### config.mk
export PLATFORM = sky130hd
export DESIGN_NAME = flash_rx_sampler
export DESIGN_NICKNAME = d
export VERILOG_FILES = /design/src/rtl/frs_pkg.sv /design/src/rtl/frs_cfg_reg.sv /design/src/rtl/frs_capture.sv /design/src/rtl/frs_delay_pipe.sv /design/src/rtl/flash_rx_sampler.sv
export SDC_FILE = /design/constraint.sdc
export NUM_CORES = 1
export LEC_CHECK = 0
export BUFFER_PORTS_ARGS = -buffer_cell sky130_fd_sc_hd__buf_2
export CAP_MARGIN = 25
export CORE_MARGIN = 10
export CORE_UTILIZATION = 55
export CTS_BUF_LIST = sky130_fd_sc_hd__clkbuf_8
export DETAILED_ROUTE_END_ITERATION = 10
export HOLD_SLACK_MARGIN = 0.15
export MAX_ROUTING_LAYER = met4
export PLACE_DENSITY = 0.88
export SYNTH_ARGS = -nofsm -noshare
export SYNTH_HDL_FRONTEND = slang
export SYNTH_SLANG_ARGS = --single-unit
### constraint.sdc
create_clock -name clk -period 1.6 [get_ports clk]
set_clock_uncertainty 0.15 [all_clocks]
set_input_delay 0 -clock clk [delete_from_list [all_inputs] [get_ports clk]]
set_output_delay 0 -clock clk [all_outputs]
set_load 0.02 [all_outputs]
### src/rtl/frs_pkg.sv
// Package: shared decode for the flash read-data sampler.
// Holds the configuration field positions and the function that turns
// a raw register value into the active sampling selection.
package frs_pkg;

    localparam int CFG_W      = 8;
    localparam int BIT_HS_EN  = 0;
    localparam int BIT_HS_PH  = 1;
    localparam int BIT_HS_DLY = 2;
    localparam int BIT_FS_PH  = 5;
    localparam int BIT_FS_DLY = 6;

    // Active sampling choice after the half-speed enable has picked a field pair.
    typedef struct packed {
        logic invert;    // 1: capture on the falling edge
        logic long_dly;  // 1: two delay stages
        logic half;      // 1: half-rate bit periods
    } samp_sel_t;

    // Select the full- or half-speed pair of fields from the register.
    function automatic samp_sel_t decode_cfg(input logic [CFG_W-1:0] c);
        samp_sel_t s;
        s.half     = c[BIT_HS_EN];
        s.invert   = c[BIT_HS_EN] ? c[BIT_HS_PH]  : c[BIT_FS_PH];
        s.long_dly = c[BIT_HS_EN] ? c[BIT_HS_DLY] : c[BIT_FS_DLY];
        return s;
    endfunction

endpackage

### src/rtl/frs_cfg_reg.sv
// Module: configuration register of the sampler.
// Accepts a write only when chip select is high and nothing is in flight,
// then presents the decoded selection. Assumes busy covers every stage.
module frs_cfg_reg
    import frs_pkg::*;
(
    input  logic             clk,
    input  logic             rst_n,
    input  logic             cfg_we,
    input  logic [CFG_W-1:0] cfg_wdata,
    input  logic             cs_n,
    input  logic             busy,
    output logic [CFG_W-1:0] cfg_q,
    output samp_sel_t        sel
);

    logic idle;

    // Idle means no transfer and no sample anywhere in the path.
    assign idle = cs_n && !busy;

    // Register update, gated by the idle condition.
    always_ff @(posedge clk) begin
        if (!rst_n) begin
            cfg_q <= '0;
        end else if (cfg_we && idle) begin
            cfg_q <= cfg_wdata;
        end
    end

    // Field selection for the active command rate.
    always_comb begin
        sel = decode_cfg(cfg_q);
    end

    // a write during a transfer leaves the register untouched
    p_wr_blocked_r3: assert property (@(posedge clk) disable iff (!rst_n)
        (cfg_we && !cs_n) |=> $stable(cfg_q));

    // a write while samples are still in flight is rejected
    p_wr_busy_r3: assert property (@(posedge clk) disable iff (!rst_n)
        (cfg_we && busy) |=> $stable(cfg_q));

    // an accepted write is read back on the next cycle
    p_wr_taken_r2: assert property (@(posedge clk) disable iff (!rst_n)
        (cfg_we && cs_n && !busy) |=> (cfg_q == $past(cfg_wdata)));

endmodule

### src/rtl/frs_capture.sv
// Module: edge capture stage.
// Registers the lanes on both clock edges and tags each sample as
// usable when chip select is low and, at half rate, when the bit-period
// counter points at the chosen position. Assumes HS_RATIO >= 2.
module frs_capture #(
    parameter int LANES    = 4,
    parameter int HS_RATIO = 2
) (
    input  logic             clk,
    input  logic             rst_n,
    input  logic             cs_n,
    input  logic             half,
    input  logic [LANES-1:0] sdi,
    output logic [LANES-1:0] r_data,
    output logic             r_vld,
    output logic [LANES-1:0] f_data,
    output logic             f_vld
);

    localparam int CNT_W = (HS_RATIO > 1) ? $clog2(HS_RATIO) : 1;
    localparam logic [CNT_W-1:0] CNT_LAST = CNT_W'(HS_RATIO - 1);
    localparam logic [CNT_W-1:0] CNT_MID  = CNT_W'(1);

    logic [CNT_W-1:0] hs_cnt;
    logic             rise_take;
    logic             fall_take;

    // Position within the half-rate bit period, restarted by chip select.
    always_ff @(posedge clk) begin
        if (!rst_n) begin
            hs_cnt <= '0;
        end else if (cs_n) begin
            hs_cnt <= '0;
        end else begin
            hs_cnt <= (hs_cnt == CNT_LAST) ? '0 : hs_cnt + CNT_W'(1);
        end
    end

    // Which edges of the period carry a usable sample.
    assign rise_take = !half || (hs_cnt == '0);
    assign fall_take = !half || (hs_cnt == CNT_MID);

    // Rising-edge capture register.
    always_ff @(posedge clk) begin
        if (!rst_n) begin
            r_data <= '0;
            r_vld  <= 1'b0;
        end else begin
            r_data <= sdi;
            r_vld  <= !cs_n && rise_take;
        end
    end

    // Falling-edge capture register, read by the rising domain half a cycle later.
    always_ff @(negedge clk) begin
        if (!rst_n) begin
            f_data <= '0;
            f_vld  <= 1'b0;
        end else begin
            f_data <= sdi;
            f_vld  <= !cs_n && fall_take;
        end
    end

    // no rising-edge sample is tagged for a cycle with chip select high
    p_no_idle_sample_r8: assert property (@(posedge clk) disable iff (!rst_n)
        cs_n |=> !r_vld);

    // at half rate the rising path tags at most one edge in two
    p_half_single_r7: assert property (@(posedge clk) disable iff (!rst_n)
        (half && r_vld) |=> !r_vld);

endmodule

### src/rtl/frs_delay_pipe.sv
// Module: delay pipeline with selectable tap.
// Picks the rising or falling capture, shifts it through DEPTH stages
// and taps the stage given by the delay and rate setting. Assumes the
// selection is stable while any stage holds a sample.
module frs_delay_pipe
    import frs_pkg::*;
#(
    parameter int LANES     = 4,
    parameter int HS_RATIO  = 2,
    parameter int SHORT_DLY = 1,
    parameter int LONG_DLY  = 2
) (
    input  logic             clk,
    input  logic             rst_n,
    input  samp_sel_t        sel,
    input  logic [LANES-1:0] r_data,
    input  logic             r_vld,
    input  logic [LANES-1:0] f_data,
    input  logic             f_vld,
    output logic [LANES-1:0] out_data,
    output logic             out_vld,
    output logic             busy
);

    localparam int DEPTH = LONG_DLY * HS_RATIO;
    localparam int TAP_W = $clog2(DEPTH + 1);

    logic [LANES-1:0] in_data;
    logic             in_vld;
    logic [DEPTH:1]   st_vld;
    logic [LANES-1:0] st_data [1:DEPTH];
    logic [TAP_W-1:0] tap;

    // Capture edge selection feeding the first stage.
    assign in_vld  = sel.invert ? f_vld  : r_vld;
    assign in_data = sel.invert ? f_data : r_data;

    // Stage index that drives the outputs.
    always_comb begin
        tap = TAP_W'((sel.long_dly ? LONG_DLY : SHORT_DLY) * (sel.half ? HS_RATIO : 1));
    end

    for (genvar k = 1; k <= DEPTH; k++) begin : g_stage
        logic             vld_src;
        logic [LANES-1:0] dat_src;
        logic             vld_q;
        logic [LANES-1:0] dat_q;

        if (k == 1) begin : g_head
            assign vld_src = in_vld;
            assign dat_src = in_data;
        end else begin : g_tail
            assign vld_src = st_vld[k-1];
            assign dat_src = st_data[k-1];
        end

        // One clock of delay per stage.
        always_ff @(posedge clk) begin
            if (!rst_n) begin
                vld_q <= 1'b0;
                dat_q <= '0;
            end else begin
                vld_q <= vld_src;
                dat_q <= dat_src;
            end
        end

        assign st_vld[k]  = vld_q;
        assign st_data[k] = dat_q;
    end

    // Output tap selection.
    always_comb begin
        out_vld  = 1'b0;
        out_data = '0;
        for (int k = 1; k <= DEPTH; k++) begin
            if (tap == TAP_W'(k)) begin
                out_vld  = st_vld[k];
                out_data = st_data[k];
            end
        end
    end

    // Anything captured or still shifting blocks configuration writes.
    assign busy = (|st_vld) || r_vld || f_vld;

    // a short full-rate sample reaches the output one clock later
    p_lat_short_r4: assert property (@(posedge clk) disable iff (!rst_n)
        (in_vld && tap == TAP_W'(1)) |=> out_vld);

    // a two-stage setting reaches the output two clocks later
    p_lat_long_r6: assert property (@(posedge clk) disable iff (!rst_n)
        (in_vld && tap == TAP_W'(2)) |-> ##2 out_vld);

    // half-rate strobes are never back to back
    p_half_gap_r8: assert property (@(posedge clk) disable iff (!rst_n)
        (sel.half && out_vld) |=> !out_vld);

endmodule

### src/rtl/flash_rx_sampler.sv
// Module: top of the flash read-data sampler.
// Wires the configuration register, the edge capture stage and the delay
// pipeline. Assumes clk is the serial clock and inputs settle between edges.
module flash_rx_sampler
    import frs_pkg::*;
#(
    parameter int LANES     = 4,
    parameter int HS_RATIO  = 2,
    parameter int SHORT_DLY = 1,
    parameter int LONG_DLY  = 2
) (
    input  logic             clk,
    input  logic             rst_n,
    input  logic             cfg_we,
    input  logic [7:0]       cfg_wdata,
    output logic [7:0]       cfg_rdata,
    input  logic             cs_n,
    input  logic [LANES-1:0] sdi,
    output logic [LANES-1:0] rx_data,
    output logic             rx_valid
);

    samp_sel_t        sel;
    logic             busy;
    logic [LANES-1:0] r_data;
    logic             r_vld;
    logic [LANES-1:0] f_data;
    logic             f_vld;

    frs_cfg_reg u_cfg (
        .clk       (clk),
        .rst_n     (rst_n),
        .cfg_we    (cfg_we),
        .cfg_wdata (cfg_wdata),
        .cs_n      (cs_n),
        .busy      (busy),
        .cfg_q     (cfg_rdata),
        .sel       (sel)
    );

    frs_capture #(
        .LANES    (LANES),
        .HS_RATIO (HS_RATIO)
    ) u_cap (
        .clk    (clk),
        .rst_n  (rst_n),
        .cs_n   (cs_n),
        .half   (sel.half),
        .sdi    (sdi),
        .r_data (r_data),
        .r_vld  (r_vld),
        .f_data (f_data),
        .f_vld  (f_vld)
    );

    frs_delay_pipe #(
        .LANES     (LANES),
        .HS_RATIO  (HS_RATIO),
        .SHORT_DLY (SHORT_DLY),
        .LONG_DLY  (LONG_DLY)
    ) u_pipe (
        .clk      (clk),
        .rst_n    (rst_n),
        .sel      (sel),
        .r_data   (r_data),
        .r_vld    (r_vld),
        .f_data   (f_data),
        .f_vld    (f_vld),
        .out_data (rx_data),
        .out_vld  (rx_valid),
        .busy     (busy)
    );

endmodule

==> metrics.md <==
| Metric | Value |
|---|---|
| # IOs | `29` |
| Vias in the first global route | `1,209` |
| Critical path launch point type | `register` |
| Vias | `1,089` |
| First-pass iteration count of the detailed router | `4` |
| Cell at the root of the clock tree | `sky130_fd_sc_hd__clkbuf_8` |
| Clk slew on worst S/H paths | `0.08 ns` |
| Master of the slowest instance on the critical path | `sky130_fd_sc_hd__dfxtp_2` |
| Area Growth Syn to Fin | `37.3%` |
| Count of unresolved DRC violations after routing | `0` |
| H-Tree Depth | `2` |
| Clock tree from TritonCTS | `done` |
| Setup violators final | `10` |
| Failing checks | `negative setup slack` |
| Synthesis Warnings | `0` |
| Fin. Hold Viols | `0` |
| Worst max-slew margin expressed relative to the limit | `73.1%` |
| Top cells by area, synth | `sky130_fd_sc_hd__dfxtp_1, sky130_fd_sc_hd__mux2i_1, sky130_fd_sc_hd__and2_1` |
| Post-synthesis register bit count | `39` |
| Pin slew with the least headroom to its limit | `0.402 ns` |
| Result of the run | `finished, violations left` |
| Insertion delay to the later sink of the worst-skew pair | `0.35 ns` |
| List of cells traversed by the critical path | `nor4b_4, and4b_1, buf_12, mux2i_4` |
| Fill cell count | `150` |
| Layout cells sized above 1 | `23.9%` |
| Count of final max-slew check failures | `0` |
| Largest fanout on the critical path | `8` |
| Arrival time of the worst setup path | `2.37 ns` |
| Number of antenna violations at the first check in global routing | `0` |
| Pin count of the biggest net entering global routing | `28` |
| Starting utilization of the core area | `56.8%` |
| Wire length reported by the detailed router | `3620 um` |
| First-pass GRT wire length | `5950 um` |
| Power per cell area | `1010 nW/um^2` |
| Mean routed wirelength per cell | `16.6 um` |
| Detailed Route Iter0 Violations | `74` |
| Final-stage net count | `203` |
| Die width | `70.3 um` |
| Residual overflow from global routing | `0` |
| Antenna-violating nets left | `0` |
| Mapped Avg Cell Area | `10.6 um^2` |
| Floorplan die height | `70.3 um` |
| Final weighted congestion in routability-driven placement | `0.853` |
| Type of the worst setup path | `reg -> reg` |
| Worst Path Required | `1.67 ns` |
| Yosys top cell by area | `sky130_fd_sc_hd__dfxtp_1` |
| Share of Yosys cell area claimed by the top area cell type | `56.0%` |
| Sequential fraction of the synthesis area | `56.0%` |
| Synthesized netlist net count | `147` |
| Smallest setup slack after layout | `-0.707 ns` |
| Sum of internal, switching and leakage power | `1.93 mW` |
| Post-route design area | `1910 um^2` |
| Port-buffer cells | `28` |
| Number of distinct library cells after synthesis | `18` |
| Leakage power figure | `0.860 nW` |
| Max-capacitance violation count | `0` |
| Netlist area before placement | `1390 um^2` |
| Type of element capturing the critical path | `register` |
| Largest buffer count on any clock path | `2` |
| RSZ-0062 raised after global routing | `true` |
| Number of sinks on the clock net | `39` |
| Maximum VDD drop | `0.000936 V` |
| Number of buffers created by CTS | `5` |
| Cell Count, Final, Fillers Out | `218` |
| Total inserted antenna cells | `0` |
| Placement Cell Area | `1570 um^2` |
| Placement row count | `18` |
| Hold Crit Class | `in -> reg` |
| Die outline area | `4950 um^2` |
| Half-perimeter wire length of the detailed placement result | `2030 um` |
| Max incr delay on CP | `0.32 ns` |
| All-Layer GR Usage | `15.7%` |
| Core area | `2450 um^2` |
| Count of mapped cells out of synthesis | `131` |
| Placed Cells | `184` |
| Detailed-route vias per instance | `5.00` |
| Setup Buffers After CTS | `0` |
-- area by class of cell --
type / instances / area (um^2) / share of cell area [%]
clock inverter: 8 / 31.3 / 1.63
multi-input combinational: 81 / 583 / 30.5
tap: 30 / 37.5 / 1.96
timing repair buffer: 54 / 407 / 21.2
clock buffer: 5 / 68.8 / 3.59
inverter: 1 / 3.75 / 0.196
sequential: 39 / 783 / 40.9
-- where the power goes --
part | total (mW) | leakage [nW] | switching (mW) | internal, mW
Clock | 0.679 | 0.0658 | 0.371 | 0.309
Combinational | 0.220 | 0.475 | 0.103 | 0.117
Sequential | 1.04 | 0.320 | 0.0265 | 1.01
Total | 1.93 | 0.860 | 0.500 | 1.43
-- worst max-delay path, delay by kind of cell, from the launching register on --
| family | cells | cell delay, ns |
|---|---|---|
| buffers and inverters | 1 | 0.16 |
| flip-flops | 1 | 0.32 |
| multiplexers | 1 | 0.23 |
| AND/OR/NAND/NOR | 2 | 0.51 |
-- stage by stage --
stage	hold WS, ns	TNS (ns)	util [%]	setup WS [ns]
2_1_floorplan	-0.00670	-3.45	-	-0.413
6_report	0.160	-5.28	78.0	-0.707
5_1_grt	0.161	-5.71	78.0	-0.719
4_1_cts	0.165	-5.10	77.1	-0.656
3_5_place_dp	0.0862	-4.90	63.8	-0.632
3_3_place_gp	0.0724	-3.65	63.8	-0.460
-- what timing repair did --
| item | 4_1_cts | 5_1_grt |
|---|---|---|
| gates resized for setup | 2 | 5 |
| pin swaps | 0 | 1 |
| hold endpoints to repair | 28 | 0 |
| hold buffers | 22 | 0 |
| endpoints found under the setup margin | 11 | 18 |
-- metal layers --
metal,global-route usage (%),routed length (um)
met1,14.4,1300
met2,28.6,2020
met3,6.21,184
met4,5.48,104
met5,-,0
-- cells in the final DEF (no fill, tap or decap), types with 4 or more instances in the layout --
master,synthesis,routed
sky130_fd_sc_hd__dlygate4sd3_1,0,22
sky130_fd_sc_hd__clkbuf_8,0,5
sky130_fd_sc_hd__buf_2,3,28
sky130_fd_sc_hd__a21oi_1,7,7
sky130_fd_sc_hd__and2_1,18,18
sky130_fd_sc_hd__dfxtp_1,39,37
sky130_fd_sc_hd__a211oi_1,5,4
sky130_fd_sc_hd__nand2_1,16,16
sky130_fd_sc_hd__mux2i_1,18,17
sky130_fd_sc_hd__nor2b_1,10,10
sky130_fd_sc_hd__inv_1,2,6
-- logic make-up (layout without fill, tap and decap cells) --
family | count (synthesis) | in the layout | share of synthesized area (%)
AOI/OAI and AO/OA | 12 | 12 | 5.21
buffers and inverters | 11 | 68 | 4.04
DFF | 39 | 39 | 56.0
muxes | 19 | 19 | 14.5
and+or+nand+nor | 50 | 50 | 20.2
-- cell usage after synthesis, drive strengths merged --
cell    count
dfxtp      39
and2       19
mux2i      19
nand2      16
nor2b      10
a21oi       7
a211oi      5
buf         5
clkbuf      4
inv         2
nor2        2
and4b       1
nand2b      1
nor4b       1
-- path summary, 6_finish.rpt --
check	start	endpoint	slack, ns	depth (start not counted)
setup / recovery	u_cap.f_vld$_SDFF_NN0_	u_cfg.cfg_q[3]$_SDFFE_PN0P_	-0.71	4
hold / removal	cs_n	u_cfg.cfg_q[6]$_SDFFE_PN0P_	0.16	4
setup reg to reg	u_cap.f_vld$_SDFF_NN0_	u_cfg.cfg_q[3]$_SDFFE_PN0P_	-0.71	4
hold reg to reg	u_pipe.g_stage[3].dat_q[1]$_SDFF_PN0_	u_pipe.g_stage[4].dat_q[1]$_SDFF_PN0_	0.29	1
-- sequential cells by signal, summed over array words and instances, names as in the netlist --
signal,count
u_cap.r_vld,1
u_cfg.cfg_q,8
u_cap.r_data,4
u_cap.hs_cnt,1
u_cap.f_data,4
u_pipe.g_stage.vld_q,4
u_pipe.g_stage.dat_q,16
u_cap.f_vld,1
No activity file was read; power rests on OpenSTA's default activity.
